**config.mk**
```make
export PLATFORM = sky130hd
export DESIGN_NAME = baud_tick_gen
export DESIGN_NICKNAME = d
export VERILOG_FILES = /design/src/rtl/baud_pkg.sv /design/src/rtl/baud_prescaler.sv /design/src/rtl/baud_frac_div.sv /design/src/rtl/baud_reload_timer.sv /design/src/rtl/baud_tick_gen.sv
export SDC_FILE = /design/constraint.sdc
export NUM_CORES = 1
export LEC_CHECK = 0
export BUFFER_PORTS_ARGS = -buffer_cell sky130_fd_sc_hd__buf_2
export CORE_MARGIN = 10
export CORE_UTILIZATION = 45
export CTS_BUF_LIST = sky130_fd_sc_hd__clkbuf_2
export DETAILED_ROUTE_END_ITERATION = 7
export PLACE_DENSITY = 0.75
export SYNTH_ARGS = -nofsm -noshare
export SYNTH_HDL_FRONTEND = slang
export SYNTH_HIERARCHICAL = 1
export SYNTH_SLANG_ARGS = --single-unit
```
**constraint.sdc**
```tcl
create_clock -name clk -period 7.1 [get_ports clk]
set_input_delay 0.71 -clock clk [delete_from_list [all_inputs] [get_ports clk]]
set_output_delay 0.71 -clock clk [all_outputs]
set_load 0.1 [all_outputs]
```
**src/rtl/baud_pkg.sv**
```systemverilog
package baud_pkg;
  localparam int SEL_W  = 3;
  localparam int DATA_W = 8;
endpackage

```
**src/rtl/baud_prescaler.sv**
```systemverilog
module baud_prescaler #(
  parameter int SEL_W = baud_pkg::SEL_W
) (
  input  logic             clk,
  input  logic             rst,
  input  logic [SEL_W-1:0] sel,
  output logic             en_out
);
  localparam int CW = (1 << SEL_W) - 1;

  logic [CW-1:0] cnt_q;
  logic [CW-1:0] mask;

  always_ff @(posedge clk) begin
    if (rst) cnt_q <= '0;
    else     cnt_q <= cnt_q + 1'b1;
  end

  always_comb begin
    mask   = ~({CW{1'b1}} << sel);
    en_out = ((cnt_q & mask) == mask);
  end
endmodule

```
**src/rtl/baud_frac_div.sv**
```systemverilog
module baud_frac_div #(
  parameter int ACC_W = baud_pkg::DATA_W
) (
  input  logic             clk,
  input  logic             rst,
  input  logic             in_en,
  input  logic             frac_en,
  input  logic             frac_mode,
  input  logic [ACC_W-1:0] step,
  output logic             en_out,
  output logic             timer_hold
);
  logic [ACC_W-1:0] acc_q;
  logic [ACC_W:0]   sum;
  logic             adv;

  always_comb begin
    sum        = {1'b0, acc_q} + {1'b0, step};
    adv        = in_en & frac_en & ~frac_mode;
    en_out     = frac_en ? (adv & sum[ACC_W]) : in_en;
    timer_hold = frac_en & frac_mode;
  end

  always_ff @(posedge clk) begin
    if (rst)      acc_q <= '0;
    else if (adv) acc_q <= sum[ACC_W-1:0];
  end
endmodule

```
**src/rtl/baud_reload_timer.sv**
```systemverilog
module baud_reload_timer #(
  parameter int CNT_W = baud_pkg::DATA_W
) (
  input  logic             clk,
  input  logic             rst,
  input  logic             step_en,
  input  logic             run,
  input  logic             hold,
  input  logic [CNT_W-1:0] reload,
  output logic             tick
);
  logic [CNT_W-1:0] cnt_q;
  logic             run_q;
  logic             start;
  logic             active;

  always_comb begin
    start  = run & ~run_q;
    active = run & ~hold;
  end

  always_ff @(posedge clk) begin
    if (rst) begin
      cnt_q <= '0;
      run_q <= 1'b0;
      tick  <= 1'b0;
    end else begin
      run_q <= run;
      tick  <= 1'b0;
      if (start) begin
        cnt_q <= reload;
      end else if (active && step_en) begin
        if (cnt_q == '0) begin
          cnt_q <= reload;
          tick  <= 1'b1;
        end else begin
          cnt_q <= cnt_q - 1'b1;
        end
      end
    end
  end
endmodule

```
**src/rtl/baud_tick_gen.sv**
```systemverilog
module baud_tick_gen #(
  parameter int SEL_W  = baud_pkg::SEL_W,
  parameter int DATA_W = baud_pkg::DATA_W
) (
  input  logic              clk,
  input  logic              rst,
  input  logic [SEL_W-1:0]  presc_sel,
  input  logic              frac_en,
  input  logic              frac_mode,
  input  logic [DATA_W-1:0] frac_step,
  input  logic [DATA_W-1:0] reload_val,
  input  logic              run,
  output logic              baud_tick
);
  logic presc_en;
  logic tmr_en;
  logic tmr_hold;

  baud_prescaler #(.SEL_W(SEL_W)) presc_i (
    .clk(clk), .rst(rst), .sel(presc_sel), .en_out(presc_en)
  );

  baud_frac_div #(.ACC_W(DATA_W)) frac_i (
    .clk(clk), .rst(rst), .in_en(presc_en), .frac_en(frac_en),
    .frac_mode(frac_mode), .step(frac_step),
    .en_out(tmr_en), .timer_hold(tmr_hold)
  );

  baud_reload_timer #(.CNT_W(DATA_W)) tmr_i (
    .clk(clk), .rst(rst), .step_en(tmr_en), .run(run),
    .hold(tmr_hold), .reload(reload_val), .tick(baud_tick)
  );
endmodule

```
# == Yosys cells after proc, flatten, opt, wreduce, memory -nomap -nowiden ==
# Index checks and enable logic that the tools add are counted.
# op_classes
bitwise_logic,12
n_reduce_logical,4
n_addsub,3
eq_ne,1
muxes,5
n_shift,1
# op_table
op,n
2-to-1 mux 8 bit,3
adder 8 x 8 -> 9 bit,1
logical NOT 8 bit,1
"subtractor 8 x 1 -> 8 bit, second input constant",1
"adder 7 x 1 -> 7 bit, second input constant",1
AND 7 bit,1
== test 7 bit,1
inverter 7 bit,1
"<< shifter 7 x 3 -> 7 bit, first input constant",1
AND 1 bit,6
inverter 1 bit,4
OR reduction 3 bit,1
2-to-1 mux 1 bit,2
nonzero test 2 bit,1
logical AND 1 bit,1
# word_totals
elab_cells,31
register_bits,25
out_inout_bits,1
input_bits,24

# == Logic depth before layout (Yosys ltp) ==
# logic_depth
word_depth,11
depth_mapped,10
ltp_nobuf,10

# == Hierarchy ==
# Netlist, hierarchy kept.
# modules_own_cells
mod,area_each_um2,n_inst,cells_per_inst
baud_frac_div,671.9,1,78
baud_reload_timer,651.9,1,78
baud_prescaler,302.8,1,35

# == Least setup slack after synthesis ==
# OpenSTA, ideal clock, no wires.
# synth_timing
kind,input to register
start,input port frac_step[0]
end,register tmr_i.cnt_q[7]
path_buffers,0
t_arrival_ns,2.752
t_required_ns,7.025
slack_ns,4.274
cell_stages,10
path_cell_list,ha_1 -> fa_1 -> a21o_1 -> a211o_1 -> a211oi_1 -> nor2_1 -> nor2b_1 -> o21ai_1 -> o21ai_0 -> a31oi_1
# synth_via
elab_chain_cells,5
# synth_lines
element,line_no,rtl
from (decl),baud_tick_gen.sv:10,"input logic [DATA_W-1:0] frac_step,"
adder 8 x 8 -> 9 bit,baud_frac_div.sv:18,"sum = {1'b0, acc_q} + {1'b0, step};"
AND 1 bit,baud_frac_div.sv:20,en_out = frac_en ? (adv & sum[ACC_W]) : in_en;
2-to-1 mux 1 bit,baud_frac_div.sv:20,
via tmr_en,baud_tick_gen.sv:16,logic tmr_en;
logical AND 1 bit,baud_reload_timer.sv:32,end else if (active && step_en) begin
nonzero test 2 bit (no source line),-,
to (signal assigned),baud_reload_timer.sv:31,cnt_q <= reload;
to (signal assigned),baud_reload_timer.sv:34,cnt_q <= reload;
to (signal assigned),baud_reload_timer.sv:37,cnt_q <= cnt_q - 1'b1;
to (decl),baud_reload_timer.sv:12,logic [CNT_W-1:0] cnt_q;
# The timed path passes the listed nets, and every way through them passes these cells.
# A chain may end at the register's enable or synchronous reset.

# == Worst setup path in the final report ==
# Ends and elaborated chain as after synthesis.

==> Implementation_results.wiki <==
{| class="wikitable"
! Metric !! Value
|-
| Clock skew || 0.0116 ns
|-
| Startpoint of the most critical setup path || frac_step[0]
|-
| Largest area contributor in the netlist || dfxtp_1
|-
| Capturing point of the worst reg2reg path || tmr_i/cnt_q[7]
|-
| Count of boundary I/O pins || 25
|-
| Global placement routability congestion || 0.839
|-
| Maximum clock frequency || 354 MHz
|-
| Number of buffers added by the clock tree synthesis step || 3
|-
| Run status || complete, no violations
|-
| Y dimension of the die || 80.1 µm
|-
| Area Growth Syn to Fin || 10.8%
|-
| Beginning of the worst register-to-register path || frac_i/acc_q[0]
|-
| Share of the clock period used by the worst path after layout || 39.8%
|-
| Top fanout value on the critical path || 6
|-
| Number of synthesis warnings || 6
|-
| Horizontal die dimension || 80.1 µm
|-
| Buffer cell driving the clock tree root || clkbuf_2
|-
| Most common flop cell mapped by yosys || dfxtp_1
|-
| Final hold vios || 0
|-
| Most common cell after layout, fill and taps aside || dfxtp_1
|-
| Slew HR || 61.3%
|-
| Number of distinct standard cells referenced by the synthesized netlist || 51
|-
| # port buffers || 24
|-
| Post-cts hold buffer count || 0
|-
| Worst-case register-to-register setup slack || 4.35 ns
|-
| Starting Density || 47.6%
|-
| Core box area || 3420 µm²
|-
| Power density relative to cell area || 172 nW/µm²
|-
| End of the worst hold path || frac_i/acc_q[3]
|-
| GRT Util Overall || 11.3%
|-
| Vias in the first global route || 1397
|-
| Total Die Area || 6420 µm²
|-
| Total power consumption of the routed design || 310 µW
|-
| Ranking of synthesized cells by area || dfxtp_1, ha_1, a21oi_1, nand3_1, nor2_1
|-
| Nets@finish || 252
|-
| Largest buffer count on any clock path || 2
|-
| Cell depth of the worst flop-to-flop path || 10
|-
| Detailed router's first-iteration violation count || 78
|-
| Mapped Area || 1630 µm²
|-
| RSZ-0062 raised after global routing || false
|-
| Share of the yosys chip area belonging to registers || 30.8%
|-
| Clock latency on the worst-skew pair || 0.36 ns
|-
| Antenna violations before repair || 0
|-
| Half-perimeter wire length of the detailed placement result || 2720 µm
|-
| Static leakage || 0.739 nW
|-
| Origin of the worst min-delay path || frac_i/acc_q[3]
|-
| Net count after synthesis || 227
|-
| Number of enable flip-flop cells after synthesis || 0
|-
| Worst EP required || 7.42 ns
|-
| Detail-routed net length per standard cell || 13.5 µm
|-
| Crit path time final || 2.82 ns
|-
| WHS Path Cells || 2
|-
| Slew of the pin with the lowest slew margin || 0.579 ns
|-
| Number of remaining DRC errors || 0
|-
| Number of setup buffers added after CTS || 0
|-
| Post-synthesis average cell area || 8.52 µm²
|-
| Critical path arrival || 3.14 ns
|-
| Maximum resistive drop on vdd || 0.000156 V
|-
| Number of antenna diodes || 0
|-
| Number of violations of the max-capacitance limit || 0
|-
| Vias per Instance || 5.64
|-
| Grt ovf || 0
|-
| Post-synth ARST share || 0%
|-
| Mapped Cells || 191
|-
| Final wirelength || 3520 µm
|-
| Wire length of the first global-routing pass || 6070 µm
|-
| Hold WC Path Type || flip-flop to flip-flop
|-
| Number of standard-cell rows in the floorplan || 21
|-
| TritonRoute pass-1 iters || 6
|-
| H-tree lvl count || 1
|-
| Accumulated negative setup slack || 0 ns
|-
| Share of post-route cells with drive strength above 1 || 16.7%
|-
| Pin count of the biggest net entering global routing || 31
|-
| Critical setup path kind || primary input to flip-flop
|-
| Post-DRT Antenna Nets || 0
|-
| TritonCTS sink count || 25
|-
| TritonCTS clock tree || yes
|-
| Max Transition Viols Final || 0
|-
| Number of gates resized after CTS || 0
|-
| Number of storage elements in the synthesis netlist || 25
|-
| Via count || 1471
|-
| CTS clock-pin slew for the worst setup and hold paths || 0.26 ns
|-
| Number of endpoints failing setup at the final stage || 0
|-
| Crit. End Element || flip-flop
|-
| Startpoint types || primary input
|-
| Hold_ws || 0.481 ns
|-
| Most used cells in the layout excluding fill and tap cells || dfxtp_1, buf_2, nor2_1, nand2_1, a21oi_1
|-
| Top-area cell type share of the netlist area || 30.8%
|-
| Fill cell total of the finished layout || 349
|}
==> state kept, by name (all words and copies together), names as in the netlist <==
register       flops
tmr_i/cnt_q        8
frac_i/acc_q       8
tmr_i/tick         1
presc_i/cnt_q      7
tmr_i/run_q        1
==> cells in the mapped netlist, types with 2 or more instances <==
master and n:
a21o_1 2, o32ai_1 3, a31oi_1 5, and4_1 2
inv_1 11, nand2_1 13, a211oi_1 3, ha_1 11
o21a_1 3, o21ai_1 3, nor2_1 14, dfxtp_1 25
o21ai_0 8, mux2i_1 3, nor4b_1 3, nand2b_1 3
a211o_1 4, a21oi_1 12, or3_1 4, xor2_1 2
clkbuf_1 2, nor3_1 5, xnor2_1 5, nand3_1 11
o211ai_1 2, nor2b_1 7
==> metrics by stage <==
step / utilization, % / area, µm² / instances / worst slack, ns
after floorplan: - / 1630 / 191 / 4.27
after global placement: 52.1 / 1780 / 257 / 3.94
after detailed placement: 52.1 / 1780 / 257 / 3.88
after CTS: 52.8 / 1800 / 261 / 4.32
after global routing: 52.8 / 1800 / 261 / 4.11
final: 52.8 / 1800 / 261 / 4.28
==> layer usage <==
layer	vias to the layer above	share of wire (%)	wire [µm]	global-route usage, %
li1	762	-	-	-
met1	669	49	1720	14.3
met2	36	45	1600	18.1
met3	4	4.5	157	3.34
met4	0	1.1	40	3.17
met5	-	0	0	0
==> final cells by class <==
cell class                      instances  area [µm²]  area share [%]
Clock inverter                          1        7.51           0.416
Multi-Input combinational cell        150        1060            58.6
Tap cell                               46        57.6            3.19
Timing Repair Buffer                   24         120            6.66
Inverter                               12        45.0            2.50
Clock buffer                            3        15.0           0.833
Sequential cell                        25         500            27.8
==> where the power goes <==
group | switching [mW] | internal [mW] | total (mW)
combinational | 0.0502 | 0.0414 | 0.0915
clock | 0.0468 | 0.0131 | 0.0599
sequential | 0.00926 | 0.149 | 0.159
total | 0.106 | 0.204 | 0.310
==> worst max-delay path, cell delays in order <==
cell and delay (ns):
buf_2 0.10, ha_1 0.23, fa_1 0.41, a21o_1 0.21
a211o_1 0.33, a211oi_1 0.21, nor2_1 0.08, nor2b_1 0.15
o21ai_1 0.37, o21ai_0 0.17, a31oi_1 0.18
==> worst max-delay path by stage <==
stage                           to  cells after the start
floorplan           tmr_i/cnt_q[7]                     10
global placement    tmr_i/cnt_q[7]                     11
detailed placement  tmr_i/cnt_q[7]                     11
CTS                 tmr_i/cnt_q[7]                     11
global route        tmr_i/cnt_q[5]                     11
finish              tmr_i/cnt_q[7]                     11
==> logic make-up after synthesis <==
family / synth area share, %
AO/OA/AOI/OAI: 25.1
AND/OR/NAND/NOR: 24.6
XOR/XNOR: 3.77
buffers and inverters: 4.23
adder cells (fa/ha/maj): 9.69
multiplexers: 1.85
flip-flops: 30.8
Note: power is estimated with default switching activity, not from simulation.
